$ cat src/rtl/seg_pkg.sv
package seg_pkg;
  typedef enum logic [1:0] {
    SZ_BYTE  = 2'd0,
    SZ_WORD  = 2'd1,
    SZ_DWORD = 2'd2,
    SZ_RSVD  = 2'd3
  } acc_size_t;

  // number of byte transfers for a size code, minus one
  function automatic logic [1:0] size_last_idx(input logic [1:0] code);
    case (acc_size_t'(code))
      SZ_WORD:  return 2'd1;
      SZ_DWORD: return 2'd3;
      default:  return 2'd0;
    endcase
  endfunction
endpackage

$ cat src/rtl/seg_phys_addr.sv
module seg_phys_addr #(
  parameter int SEG_W = 16,
  parameter int OFF_W = 16,
  parameter int SHIFT = 4,
  localparam int ADDR_W = SEG_W + SHIFT
) (
  input  logic [SEG_W-1:0]  seg,
  input  logic [OFF_W-1:0]  off,
  output logic [ADDR_W-1:0] phys
);
  logic [ADDR_W-1:0] seg_sh;
  logic [ADDR_W-1:0] off_ext;

  assign seg_sh  = {seg, {SHIFT{1'b0}}};
  assign off_ext = ADDR_W'(off);
  assign phys    = seg_sh + off_ext;   // wraps modulo 2^ADDR_W
endmodule

$ cat src/rtl/seg_xfer_ctrl.sv
module seg_xfer_ctrl #(
  parameter int IDX_W = 2
) (
  input  logic             clk,
  input  logic             rst_n,
  input  logic             start,
  input  logic [IDX_W-1:0] last_idx,
  input  logic             bus_ready,
  output logic             busy,
  output logic             fire,
  output logic [IDX_W-1:0] idx,
  output logic             done
);
  logic at_last;

  assign fire    = busy && bus_ready;
  assign at_last = (idx == last_idx);

  always_ff @(posedge clk or negedge rst_n) begin
    if (!rst_n) begin
      busy <= 1'b0;
      idx  <= '0;
      done <= 1'b0;
    end else begin
      done <= fire && at_last;
      if (start) begin
        busy <= 1'b1;
        idx  <= '0;
      end else if (fire) begin
        if (at_last) busy <= 1'b0;
        else         idx  <= idx + 1'b1;
      end
    end
  end

  // a stalled transfer keeps its byte index
  p_stall_hold_r6: assert property (@(posedge clk) disable iff (!rst_n)
    (busy && !bus_ready) |=> (busy && $stable(idx)));

  // done is a single-cycle pulse, seen with the block idle
  p_done_pulse_r8: assert property (@(posedge clk) disable iff (!rst_n)
    done |=> !done);
  p_done_idle_r8: assert property (@(posedge clk) disable iff (!rst_n)
    done |-> !busy);
endmodule

$ cat src/rtl/seg_read_pack.sv
module seg_read_pack #(
  parameter int BYTE_W    = 8,
  parameter int MAX_BYTES = 4,
  localparam int IDX_W  = $clog2(MAX_BYTES),
  localparam int DATA_W = BYTE_W * MAX_BYTES
) (
  input  logic              clk,
  input  logic              rst_n,
  input  logic              clear,
  input  logic              take,
  input  logic [IDX_W-1:0]  idx,
  input  logic [BYTE_W-1:0] byte_in,
  output logic [DATA_W-1:0] result
);
  always_ff @(posedge clk or negedge rst_n) begin
    if (!rst_n)      result <= '0;
    else if (clear)  result <= '0;
    else if (take)   result[idx*BYTE_W +: BYTE_W] <= byte_in;
  end

  // the result only moves on a clear or a taken read byte
  p_result_quiet_r5: assert property (@(posedge clk) disable iff (!rst_n)
    (!clear && !take) |=> $stable(result));
endmodule

$ cat src/rtl/seg_access_seq.sv
module seg_access_seq #(
  parameter int SEG_W     = 16,
  parameter int OFF_W     = 16,
  parameter int SHIFT     = 4,
  parameter int BYTE_W    = 8,
  parameter int MAX_BYTES = 4,
  localparam int ADDR_W = SEG_W + SHIFT,
  localparam int DATA_W = BYTE_W * MAX_BYTES,
  localparam int IDX_W  = $clog2(MAX_BYTES)
) (
  input  logic              clk,
  input  logic              rst_n,
  input  logic              req_valid,
  output logic              req_ready,
  input  logic [SEG_W-1:0]  req_seg,
  input  logic [OFF_W-1:0]  req_off,
  input  logic [1:0]        req_size,
  input  logic              req_write,
  input  logic [DATA_W-1:0] req_wdata,
  output logic              bus_valid,
  input  logic              bus_ready,
  output logic [ADDR_W-1:0] bus_addr,
  output logic              bus_write,
  output logic [BYTE_W-1:0] bus_wdata,
  input  logic [BYTE_W-1:0] bus_rdata,
  output logic              done,
  output logic [DATA_W-1:0] rdata,
  output logic              aligned
);
  import seg_pkg::*;

  logic              busy;
  logic              fire;
  logic              start;
  logic [IDX_W-1:0]  idx;
  logic [SEG_W-1:0]  seg_q;
  logic [OFF_W-1:0]  off_q;
  logic [OFF_W-1:0]  cur_off;
  logic              wr_q;
  logic [DATA_W-1:0] wdata_q;
  logic [IDX_W-1:0]  last_q;
  logic [IDX_W-1:0]  req_last;
  logic [ADDR_W-1:0] req_phys;
  logic              aligned_q;

  assign req_ready = !busy;
  assign start     = req_valid && req_ready;
  assign req_last  = IDX_W'(size_last_idx(req_size));

  // first-byte address of the incoming request, for the alignment flag
  seg_phys_addr #(.SEG_W(SEG_W), .OFF_W(OFF_W), .SHIFT(SHIFT)) u_req_addr (
    .seg  (req_seg),
    .off  (req_off),
    .phys (req_phys)
  );

  always_ff @(posedge clk or negedge rst_n) begin
    if (!rst_n) begin
      seg_q     <= '0;
      off_q     <= '0;
      wr_q      <= 1'b0;
      wdata_q   <= '0;
      last_q    <= '0;
      aligned_q <= 1'b1;
    end else if (start) begin
      seg_q     <= req_seg;
      off_q     <= req_off;
      wr_q      <= req_write;
      wdata_q   <= req_wdata;
      last_q    <= req_last;
      aligned_q <= (req_last == '0) ? 1'b1 : !req_phys[0];
    end
  end

  seg_xfer_ctrl #(.IDX_W(IDX_W)) u_ctrl (
    .clk       (clk),
    .rst_n     (rst_n),
    .start     (start),
    .last_idx  (last_q),
    .bus_ready (bus_ready),
    .busy      (busy),
    .fire      (fire),
    .idx       (idx),
    .done      (done)
  );

  // later bytes advance the offset; it wraps inside the segment
  assign cur_off = off_q + OFF_W'(idx);

  seg_phys_addr #(.SEG_W(SEG_W), .OFF_W(OFF_W), .SHIFT(SHIFT)) u_bus_addr (
    .seg  (seg_q),
    .off  (cur_off),
    .phys (bus_addr)
  );

  assign bus_valid = busy;
  assign bus_write = wr_q;
  assign bus_wdata = wdata_q[idx*BYTE_W +: BYTE_W];

  seg_read_pack #(.BYTE_W(BYTE_W), .MAX_BYTES(MAX_BYTES)) u_pack (
    .clk     (clk),
    .rst_n   (rst_n),
    .clear   (start),
    .take    (fire && !wr_q),
    .idx     (idx),
    .byte_in (bus_rdata),
    .result  (rdata)
  );

  assign aligned = aligned_q;

  // each non-final handshake moves the offset on by exactly one
  p_off_step_r3: assert property (@(posedge clk) disable iff (!rst_n)
    (fire && (idx != last_q)) |=> (cur_off == $past(cur_off) + OFF_W'(1)));

  // a stalled byte keeps its address and write byte
  p_bus_hold_r6: assert property (@(posedge clk) disable iff (!rst_n)
    (bus_valid && !bus_ready) |=> ($stable(bus_addr) && $stable(bus_wdata)));

  // nothing latched from the request side while busy
  p_ignore_busy_r7: assert property (@(posedge clk) disable iff (!rst_n)
    bus_valid |=> ($stable(seg_q) && $stable(off_q) && $stable(wdata_q)));

  // the alignment flag changes only on an accept
  p_aligned_hold_r9: assert property (@(posedge clk) disable iff (!rst_n)
    !start |=> $stable(aligned));
endmodule

$ cat config.mk
export PLATFORM = sky130hd
export DESIGN_NAME = seg_access_seq
export DESIGN_NICKNAME = d
export VERILOG_FILES = /design/src/rtl/seg_pkg.sv /design/src/rtl/seg_phys_addr.sv /design/src/rtl/seg_xfer_ctrl.sv /design/src/rtl/seg_read_pack.sv /design/src/rtl/seg_access_seq.sv
export SDC_FILE = /design/constraint.sdc
export NUM_CORES = 1
export LEC_CHECK = 0
export BUFFER_PORTS_ARGS = -buffer_cell sky130_fd_sc_hd__buf_2
export CORE_ASPECT_RATIO = 2
export CORE_MARGIN = 2
export CORE_UTILIZATION = 45
export DETAILED_ROUTE_END_ITERATION = 10
export PLACE_DENSITY_LB_ADDON = 0.05
export SYNTH_ARGS = -nofsm -noshare
export SYNTH_HDL_FRONTEND = slang
export SYNTH_HIERARCHICAL = 1
export SYNTH_SLANG_ARGS = --single-unit
$ cat constraint.sdc
create_clock -name clk -period 4.34 [get_ports clk]
set_input_delay 0.217 -clock clk [delete_from_list [all_inputs] [get_ports clk]]
set_output_delay 0.217 -clock clk [all_outputs]
set_load 0.01 [all_outputs]
Yosys cells after proc, flatten, opt, wreduce, memory -nomap -nowiden
Index checks and enable logic that the tools add are counted.
- $add $sub $neg: 5
- eq/ne operators: 4
- shift operators: 3
- multiplexer cells: 11
- reduce and logical (&&, ||, !) cells: 13
- operator list (operator ; number):
    two-way mux 32 bit ; 2
    negator 5 -> 34 bit ; 1
    variable shift 8 x 34 -> 32 bit, first input constant ; 1
    indexed part select 8 x 34 -> 32 bit ; 1
    bitwise mux 32 bit ; 1
    indexed part select 32 x 6 -> 8 bit ; 1
    adder 20 x 16 -> 20 bit ; 1
    adder 16 x 2 -> 16 bit ; 1
    two-way mux 2 bit ; 3
    nonzero test 2 bit ; 3
    logical AND 1 bit ; 4
    two-way mux 1 bit ; 4
    case mux 2 bit (2 select lines) ; 1
    AND reduction 2 bit ; 2
    zero test 1 bit ; 3
    adder 2 x 1 -> 2 bit, second input constant ; 1
    == test 2 x 1 -> 1 bit, second input constant ; 1
    == test 2 bit ; 1
    == test 2 bit, second input constant ; 1
    zero test 2 bit ; 1
    inequality test 2 bit, second input constant ; 1
    adder 1 bit, first input constant ; 1
- flip-flop bits (word level): 104
- bits of input ports: 79
- output and inout port bits: 65
- word-level logic and storage cells: 46

Logic depth before layout (Yosys ltp)
Gate-level depths: netlist (run 1).
- word-level depth: 5
- gate-level depth with buffers: 13
- mapped depth without buffers: 12

By module
The synthesis (run 1) kept the hierarchy.
- by module, submodules not included (module ; instances ; cells an instance ; area an instance (µm²) ; seq. area each (µm²)):
    seg_access_seq ; 1 ; 206 ; 3079.2 ; 1702.9
    seg_read_pack ; 1 ; 114 ; 1463.9 ; 800.8
    seg_phys_addr (u_req_addr) ; 1 ; 108 ; 820.8 ; 0.0
    seg_phys_addr (u_bus_addr) ; 1 ; 100 ; 747.0 ; 0.0
    seg_xfer_ctrl ; 1 ; 21 ; 198.9 ; 100.1

Worst setup path after synthesis (run 1)
OpenSTA, ideal clock, no wires.
- path kind: register to output
- start: register u_ctrl.idx[1]
- end: output bus_addr[19]
- data arrival time: 3.352 ns
- slack: 0.771 ns
- cell stages (with the launch flop): 14
- buffers on the path: 2
- path through: dfrtp_1 > clkbuf_1 > inv_1 > fa_1 > nor4_4 > nand3_1 > xnor2_1 > ha_1 > clkbuf_2 > a21o_1 > a31oi_2 > nor3_1 > a2111oi_0 > nand3_1
- cells in the longest elaborated chain, start to end: 2
- ends and longest elaborated chain (item ; RTL line ; text):
    start: declaration ; seg_xfer_ctrl.sv:11 ; output logic [IDX_W-1:0] idx,
    start signal: assignment ; seg_xfer_ctrl.sv:31 ; else idx <= idx + 1'b1;
    adder 16 x 2 -> 16 bit ; seg_access_seq.sv:88 ; assign cur_off = off_q + OFF_W'(idx);
    via cur_off[14] ; seg_access_seq.sv:38 ; logic [OFF_W-1:0] cur_off;
    adder 20 x 16 -> 20 bit ; seg_phys_addr.sv:16 ; assign phys = seg_sh + off_ext;
    end: declaration ; seg_access_seq.sv:22 ; output logic [ADDR_W-1:0] bus_addr,
The timed path passes the listed nets, and every way through them passes these cells.

Worst setup path after layout (run 1)
- start: register u_ctrl.idx[0]
- end: output bus_addr[19]
Same word-level chain as after synthesis.

==> results of run 1 <==
per-stage QoR:
| stage | setup slack [ns] | cell area [um2] | std cells | power, mW |
|---|---|---|---|---|
| after floorplan | 0.7706 | 5497 | 442 | 3.670 |
| after CTS | 0.3141 | 6624 | 727 | 5.377 |
| after global routing | 0.03774 | 6626 | 728 | 5.712 |
| after global placement | 0.8018 | 6307 | 711 | 4.435 |
| final | 0.3295 | 6629 | 729 | 5.303 |
| after detailed placement | 0.6885 | 6307 | 711 | 4.522 |
sequential cells by signal, indices dropped and copies added, names as in the netlist:
name           flops
u_ctrl/busy        1
off_q             16
bus_write          1
u_ctrl/done        1
seg_q             16
last_q             2
wdata_q           32
u_ctrl/idx         2
aligned            1
u_pack/result     32
layer usage:
layer | GRT usage, % | wire, um | part of all wire (%)
met5 | 0 | 0 | 0
met4 | 8.712 | 321 | 2.5
met3 | 2.584 | 581 | 4.5
met2 | 39.25 | 7415 | 57
met1 | 21.44 | 4667 | 36
where the power goes:
group / switching, mW / internal, mW / total (mW) / leakage [nW]
clock network: 0.355 / 0.483 / 0.838 / 0.152
logic: 1.50 / 1.33 / 2.83 / 1.63
registers: 0.290 / 1.35 / 1.64 / 1.29
cells in the final DEF (no fill, tap or decap), drive strengths merged, types with 3 or more instances in the layout:
cell	count
a31oi	4
and3	4
dfrtp	103
a32o	24
buf	148
xor2	9
nor2b	8
mux2	66
a21oi	13
nor4	3
inv	22
and2	9
nor2	8
nand2	27
o21ai	3
a21o	10
o32ai	8
nand3	14
xnor2	15
mux4	8
nor3	5
nand4	4
ha	20
clkbuf	11
final cells by class:
cell class                 instances  area (um2)  area share (%)
multi-input combinational        291        2685           40.51
sequential                       104        2604           39.28
timing repair buffer             148       755.7           11.40
clock buffer                      11       252.7           3.813
tap                              147       183.9           2.775
inverter                          21       78.83           1.189
clock inverter                     5       63.81          0.9626
antenna                            2       5.005         0.07550
worst max-delay path, stage by stage (launching register included):
cell and delay, ns:
dfrtp_1 0.35, ha_1 0.21, inv_1 0.07, fa_1 0.49, nor4_4 0.39, nand3_1 0.15, xnor2_1 0.15, ha_1 0.38
a21o_1 0.20, a31oi_2 0.27, nor3_1 0.10, a2111oi_0 0.41, nand3_1 0.13, buf_2 0.16
worst max path at each step:
stage                        startpoint  depth (start not counted)            to
after detailed placement  u_ctrl/idx[0]                         13  bus_addr[19]
after floorplan           u_ctrl/idx[1]                         13  bus_addr[19]
final                     u_ctrl/idx[0]                         13  bus_addr[19]
after global placement    u_ctrl/idx[0]                         13  bus_addr[19]
after global routing      u_ctrl/idx[0]                         13  bus_addr[19]
after CTS                 u_ctrl/idx[0]                         13  bus_addr[19]
==> results.sh, run 1 <==
export IMPL_p_leak_nw=3.077
export IMPL_r2r_slack_ns=2.14
export IMPL_hold_viol_final=3
export IMPL_arrival_ns=3.79
export IMPL_dp_hpwl_um=9884
export IMPL_rsz0062_at_grt="no"
export IMPL_r2r_start="u_ctrl/busy"
export IMPL_synth_area_per_cell_um2=12.44
export IMPL_hold_buffers=0
export IMPL_cts_buffer_depth=2
export IMPL_fin_crit_ns=4.011
export IMPL_critPathLaunchType="flop"
export IMPL_drc=0
export IMPL_period_share_pct=92.41
export IMPL_die_h_um=160.3
export IMPL_drt_first_pass_iters=4
export IMPL_tns_ns=0
export IMPL_grt_usage_pct=20.60
export IMPL_grt_pass1_vias=4285
export IMPL_htree_levels=3
export IMPL_hp_class="in -> async"
export IMPL_cts_setup_buffers=0
export IMPL_dr_first_iter_drc_count=157
export IMPL_finalWirelength_um=12990
export IMPL_worstReg2RegEnd="wdata_q[25]"
export IMPL_drv_cap=0
export IMPL_clock_sinks=104
export IMPL_drive_above_1_share_pct=43.10
export IMPL_die_area_um2=13170
export IMPL_grt_max_degree=74
export IMPL_relSlewSlack_pct=38.87
export IMPL_cts_buffers=9
export IMPL_initial_core_util_pct=45.60
export IMPL_grt_pass1_wl_um=20470
export IMPL_finalMaxSlewViolations=0
export IMPL_crit_path_end_kind="output pin"
export IMPL_cts_tree="yes"
export IMPL_syn_inst=442
export IMPL_core_area_um2=12050
export IMPL_violations="hold timing"
export IMPL_yosysWarnings=6
export IMPL_skew_ns=0.008812
export IMPL_core_rowCount=57
export IMPL_syn_nets=543
export IMPL_gp_congestion=0.8162
export IMPL_final_core_util_pct=55.00
export IMPL_die_w_um=82.15
export IMPL_final_nets=676
export IMPL_worst_pin_slew_ns=0.9169
export IMPL_mappedNetlistArea_um2=5497
export IMPL_reg2reg_depth=3
export IMPL_clk_latency_ns=0.35
export IMPL_syn_to_final_growth_pct=20.60
export IMPL_fmax_mhz=249.3
export IMPL_postRouteAntennaNets=0
export IMPL_whs_ns=-0.02269
export IMPL_via_per_inst=5.561
export IMPL_io_pins=144
export IMPL_path_clk_slew_ns=0.07
export IMPL_cts_repair_resize_count=0
export IMPL_cts_root_buf="clkbuf_16"
export IMPL_overflow=0
export IMPL_worstPathRequired_ns=4.12
export IMPL_nFillCells=1104
export IMPL_p_per_area_nw_per_um2=800.0
export IMPL_grt_antenna_before_repair=2
export IMPL_status="finished, violations left"
export IMPL_worstSetupPathType="reg -> out"
export IMPL_path_max_fanout=7
export IMPL_io_buffer_count=143
export IMPL_setup_viol=0
export IMPL_wire_per_inst_um=17.81
export IMPL_dr_total_vias=4054
export IMPL_vdd_drop_max_mv=0.4309
No activity file was read; power rests on OpenSTA's default activity.
==> inputs of run 2 (changes only) <==
Settings changed: RECOVER_POWER set to 50.
==> results.sh, run 2 (same netlist as run 1, synthesis figures left out) <==
export IMPL_pwr_share_seq_pct=31.0
export IMPL_period_share_pct=93.19
export IMPL_cp_top_family="adder cells"
export IMPL_critPathMaxStageDelay_ns=0.49
export IMPL_multiInputGateArea_um2=2685
export IMPL_cts_buffers=9
export IMPL_core_rowCount=57
export IMPL_overflow=0
export IMPL_final_cell_mix="buf_2 (108), dfrtp_1 (103), mux2_2 (57), clkbuf_1 (35), nand2_1 (26)"
export IMPL_crit_slowest_cell="fa_1"
export IMPL_crit_path_end_kind="output pin"
export IMPL_dr_total_vias=4058
export IMPL_finalMaxSlewViolations=107
export IMPL_drive_above_1_share_pct=37.07
export IMPL_critPathLaunchType="flop"
export IMPL_cts_buffer_depth=2
export IMPL_p_leak_nw=2.926
export IMPL_nFillCells=1110
export IMPL_cts_tree="yes"
export IMPL_io_pins=144
export IMPL_relSlewSlack_pct=-19.78
export IMPL_crit_chain="ha_1 -> inv_1 -> fa_1 -> nor4_4 -> nand3_1 -> xnor2_1 -> ha_1 -> a21o_1 -> a31oi_2 -> nor3_1 -> a2111oi_0 -> nand3_1 -> buf_2"
export IMPL_die_h_um=160.3
export IMPL_arrival_ns=3.83
export IMPL_via_per_inst=5.567
export IMPL_pwr_share_comb_pct=53.2
export IMPL_vdd_drop_max_mv=0.4287
export IMPL_path_buf_inv=2
export IMPL_top_regs="u_pack/result: 32 flops, wdata_q: 32 flops"
export IMPL_htree_levels=3
export IMPL_skew_ns=0.008814
export IMPL_wire_per_inst_um=17.76
export IMPL_die_area_um2=13170
export IMPL_final_nets=676
export IMPL_seq_area_um2=2604
export IMPL_path_max_fanout=7
export IMPL_cts_repair_resize_count=0
export IMPL_drv_cap=2
export IMPL_grt_antenna_before_repair=2
export IMPL_cts_setup_buffers=0
export IMPL_cts_root_buf="clkbuf_16"
export IMPL_worstSetupPathType="reg -> out"
export IMPL_postRouteAntennaNets=0
export IMPL_clk_latency_ns=0.35
export IMPL_setup_viol=0
export IMPL_p_per_area_nw_per_um2=804.4
export IMPL_syn_to_final_growth_pct=19.71
export IMPL_fmax_mhz=247.3
export IMPL_violations="capacitance limit, slew limit"
export IMPL_dr_first_iter_drc_count=164
export IMPL_worst_pin_slew_ns=1.797
export IMPL_die_w_um=82.15
export IMPL_dp_hpwl_um=9884
export IMPL_swShare_pct=40.53
export IMPL_grt_pass1_vias=4285
export IMPL_status="finished, violations left"
export IMPL_internal_power_mw=3.148
export IMPL_p_switching_mw=2.145
export IMPL_path_clk_slew_ns=0.07
export IMPL_finalWirelength_um=12950
export IMPL_hold_viol_final=0
export IMPL_clockPowerShare_pct=15.8
export IMPL_core_area_um2=12050
export IMPL_hold_buffers=0
export IMPL_final_core_util_pct=54.59
export IMPL_grt_usage_pct=20.60
export IMPL_drc=0
export IMPL_fin_crit_ns=4.044
export IMPL_grt_pass1_wl_um=20470
export IMPL_gp_congestion=0.8162
export IMPL_drt_first_pass_iters=4
export IMPL_hp_class="in -> reg"
export IMPL_initial_core_util_pct=45.60
export IMPL_grt_max_degree=74
export IMPL_tns_ns=0
export IMPL_worstPathRequired_ns=4.12
export IMPL_clock_sinks=104
export IMPL_final_common_cell="buf_2"
export IMPL_io_buffer_count=143
export IMPL_rsz0062_at_grt="no"
-- run 2: cell count changes in the layout (fill, tap and decap cells not counted) --
cell,delta
clkbuf_2,+1
clkbuf_1,+35
buf_4,-2
buf_2,-34
-- run 2: area by class of cell --
| type | instances | area share [%] |
|---|---|---|
| clock inverter | 5 | 0.9698 |
| timing repair buffer | 148 | 10.74 |
| multi-input combinational | 291 | 40.81 |
| inverter | 21 | 1.198 |
| tap | 147 | 2.795 |
| sequential | 104 | 39.57 |
| clock buffer | 11 | 3.841 |
| antenna | 2 | 0.07606 |
-- run 2: path summary, 6_finish.rpt --
| path | from | endpoint | slack, ns | cells past startpoint |
|---|---|---|---|---|
| max in group asynchronous | rst_n | bus_write | 1.55 | 2 |
| min in group asynchronous | rst_n | u_pack/result[11] | 0.32 | 1 |
| max reg2reg | u_ctrl/busy | wdata_q[25] | 2.14 | 3 |
| min | req_off[0] | aligned | 0.05 | 2 |
| max | u_ctrl/idx[0] | bus_addr[19] | 0.30 | 13 |
| min reg2reg | u_pack/result[20] | u_pack/result[20] | 0.49 | 1 |
-- run 2: power groups by stage --
| stage | registers [mW] | clock network, mW | logic [mW] |
|---|---|---|---|
| 2_1_floorplan | 1.62 | 0 | 2.05 |
| 3_3_place_gp | 1.64 | 0 | 2.79 |
| 3_5_place_dp | 1.67 | 0 | 2.86 |
| 4_1_cts | 1.65 | 0.867 | 2.86 |
| 5_1_grt | 1.70 | 0.912 | 3.09 |
| 6_report | 1.64 | 0.838 | 2.81 |
-- run 2: routing by layer --
| layer | track usage [%] | vias up | part of all wire [%] |
|---|---|---|---|
| met3 | 2.584 | 20 | 4.2 |
| met5 | 0 | - | 0 |
| met1 | 21.44 | 2034 | 36 |
| li1 | - | 1900 | - |
| met2 | 39.25 | 104 | 57 |
| met4 | 8.712 | 0 | 2.5 |
-- run 2: through the flow --
stage / instances / setup WS (ns) / hold slack [ns] / area, um2 / total power [mW]
finish: 729 / 0.2957 / 0.05199 / 6580 / 5.293
detailed placement: 711 / 0.6885 / 0.3947 / 6307 / 4.522
floorplan: 442 / 0.7706 / -0.07859 / 5497 / 3.670
global placement: 711 / 0.8018 / 0.3941 / 6307 / 4.435
CTS: 727 / 0.3141 / 0.03079 / 6624 / 5.377
global route: 728 / 0.03774 / 0.05576 / 6578 / 5.702
==> inputs of run 3 (changes only) <==
Settings changed: CORE_UTILIZATION 45 to 55.
==> results.sh, run 3 (same netlist as run 1, synthesis figures left out) <==
export IMPL_cp_top_family="adder cells"
export IMPL_r2r_slack_ns=2.16
export IMPL_hp_class="in -> reg"
export IMPL_rsz0062_at_grt="no"
export IMPL_cts_buffer_depth=2
export IMPL_gp_congestion=0.8224
export IMPL_grt_antenna_before_repair=1
export IMPL_dr_first_iter_drc_count=167
export IMPL_grt_usage_pct=23.09
export IMPL_dr_total_vias=4042
export IMPL_tns_ns=0
export IMPL_initial_core_util_pct=56.30
export IMPL_relSlewSlack_pct=-23.05
export IMPL_worstSetupPathType="reg -> out"
export IMPL_cts_buffers=9
export IMPL_cts_root_buf="clkbuf_16"
export IMPL_crit_path_end_kind="output pin"
export IMPL_setup_viol=0
export IMPL_fmax_mhz=249.0
export IMPL_die_area_um2=10860
export IMPL_critPathMaxStageDelay_ns=0.47
export IMPL_drt_first_pass_iters=4
export IMPL_total_power_mw=5.309
export IMPL_drive_above_1_share_pct=36.83
export IMPL_whs_path_depth=2
export IMPL_drc=0
export IMPL_worst_pin_slew_ns=1.846
export IMPL_grt_pass1_wl_um=19250
export IMPL_worstReg2RegEnd="wdata_q[4]"
export IMPL_final_nets=677
export IMPL_core_area_um2=9763
export IMPL_overflow=0
export IMPL_die_w_um=74.69
export IMPL_cts_setup_buffers=0
export IMPL_vdd_drop_max_mv=0.4192
export IMPL_final_cell_mix="buf_2 (108), dfrtp_1 (103), mux2_2 (57), clkbuf_1 (37), nand2_1 (26)"
export IMPL_p_per_area_nw_per_um2=808.0
export IMPL_fin_crit_ns=4.016
export IMPL_syn_to_final_growth_pct=19.53
export IMPL_arrival_ns=3.80
export IMPL_final_common_cell="buf_2"
export IMPL_cts_repair_resize_count=0
export IMPL_wire_per_inst_um=17.12
export IMPL_hold_viol_final=0
export IMPL_skew_ns=0.01071
export IMPL_crit_chain="ha_1 -> inv_1 -> fa_1 -> nor4_4 -> nand3_1 -> xnor2_1 -> ha_1 -> a21o_1 -> a31oi_2 -> nor2_1 -> a2111oi_1 -> nand3_1 -> buf_2"
export IMPL_grt_pass1_vias=4075
export IMPL_path_clk_slew_ns=0.06
export IMPL_htree_levels=3
export IMPL_top_regs="u_pack/result: 32 flops, wdata_q: 32 flops"
export IMPL_via_per_inst=5.661
export IMPL_nFillCells=789
export IMPL_clk_latency_ns=0.34
export IMPL_finalMaxSlewViolations=107
export IMPL_path_buf_inv=2
export IMPL_io_pins=144
export IMPL_holdCritStartpoint="req_off[0]"
export IMPL_status="finished, violations left"
export IMPL_cts_tree="yes"
export IMPL_postRouteAntennaNets=0
export IMPL_finalWirelength_um=12230
export IMPL_drv_cap=2
export IMPL_grt_max_degree=76
export IMPL_r2r_start="u_ctrl/busy"
export IMPL_clock_sinks=104
export IMPL_io_buffer_count=143
export IMPL_worstPathRequired_ns=4.12
export IMPL_p_leak_nw=2.934
export IMPL_hold_path_end="aligned"
export IMPL_violations="capacitance limit, slew limit"
export IMPL_hold_buffers=0
export IMPL_crit_slowest_cell="fa_1"
export IMPL_reg2reg_depth=3
export IMPL_period_share_pct=92.54
export IMPL_dp_hpwl_um=9380
export IMPL_die_h_um=145.4
export IMPL_path_max_fanout=5
export IMPL_critPathLaunchType="flop"
export IMPL_core_rowCount=51
[run 3: final cells by class]
type	instances	area [um2]	share of cell area [%]
Timing Repair Buffer	149	714.4	10.87
Sequential cell	104	2604	39.63
Inverter	21	78.83	1.200
Clock inverter	5	86.33	1.314
Antenna cell	1	2.502	0.03809
Multi-Input combinational cell	291	2686	40.89
Tap cell	132	165.2	2.514
Clock buffer	11	232.7	3.542
[run 3: per-layer routing]
metal / share of wire (%) / vias up / routed length (um) / GRT usage [%]
li1: - / 1897 / - / -
met1: 37 / 2003 / 4546 / 25.90
met2: 56 / 126 / 6888 / 41.68
met3: 4.6 / 16 / 557 / 4.224
met4: 1.9 / 0 / 233 / 8.661
met5: 0 / - / 0 / 0
[run 3: worst register-to-register path: stages, from the launching register on]
cell,delay [ns]
dfrtp_1,0.46
nor2b_4,0.64
buf_4,0.56
mux2_2,0.40
[run 3: worst max-delay path by stage]
stage / to / cells after the start / startpoint / slack [ns]
finish: bus_addr[17] / 13 / u_ctrl/idx[0] / 0.32
global route: bus_addr[17] / 13 / u_ctrl/idx[0] / 0.05
CTS: bus_addr[17] / 13 / u_ctrl/idx[0] / 0.31
detailed placement: bus_addr[17] / 13 / u_ctrl/idx[0] / 0.67
global placement: bus_addr[19] / 13 / u_ctrl/idx[0] / 0.81
floorplan: bus_addr[19] / 13 / u_ctrl/idx[1] / 0.77
[run 3: per-stage QoR]
step / hold slack, ns / instances / setup WS [ns] / instance area, um2 / util (%)
after floorplan: -0.07859 / 442 / 0.7706 / 5497 / -
after global placement: 0.3934 / 697 / 0.8116 / 6296 / 64.49
after CTS: 0.04869 / 713 / 0.3076 / 6615 / 67.76
final: 0.05961 / 714 / 0.3238 / 6570 / 67.29
after global routing: 0.06282 / 714 / 0.05469 / 6570 / 67.29
after detailed placement: 0.4041 / 697 / 0.6740 / 6296 / 64.49
[run 3: power by group]
part	internal, mW	switching (mW)
logic	1.32	1.48
clock network	0.511	0.347
registers	1.35	0.300
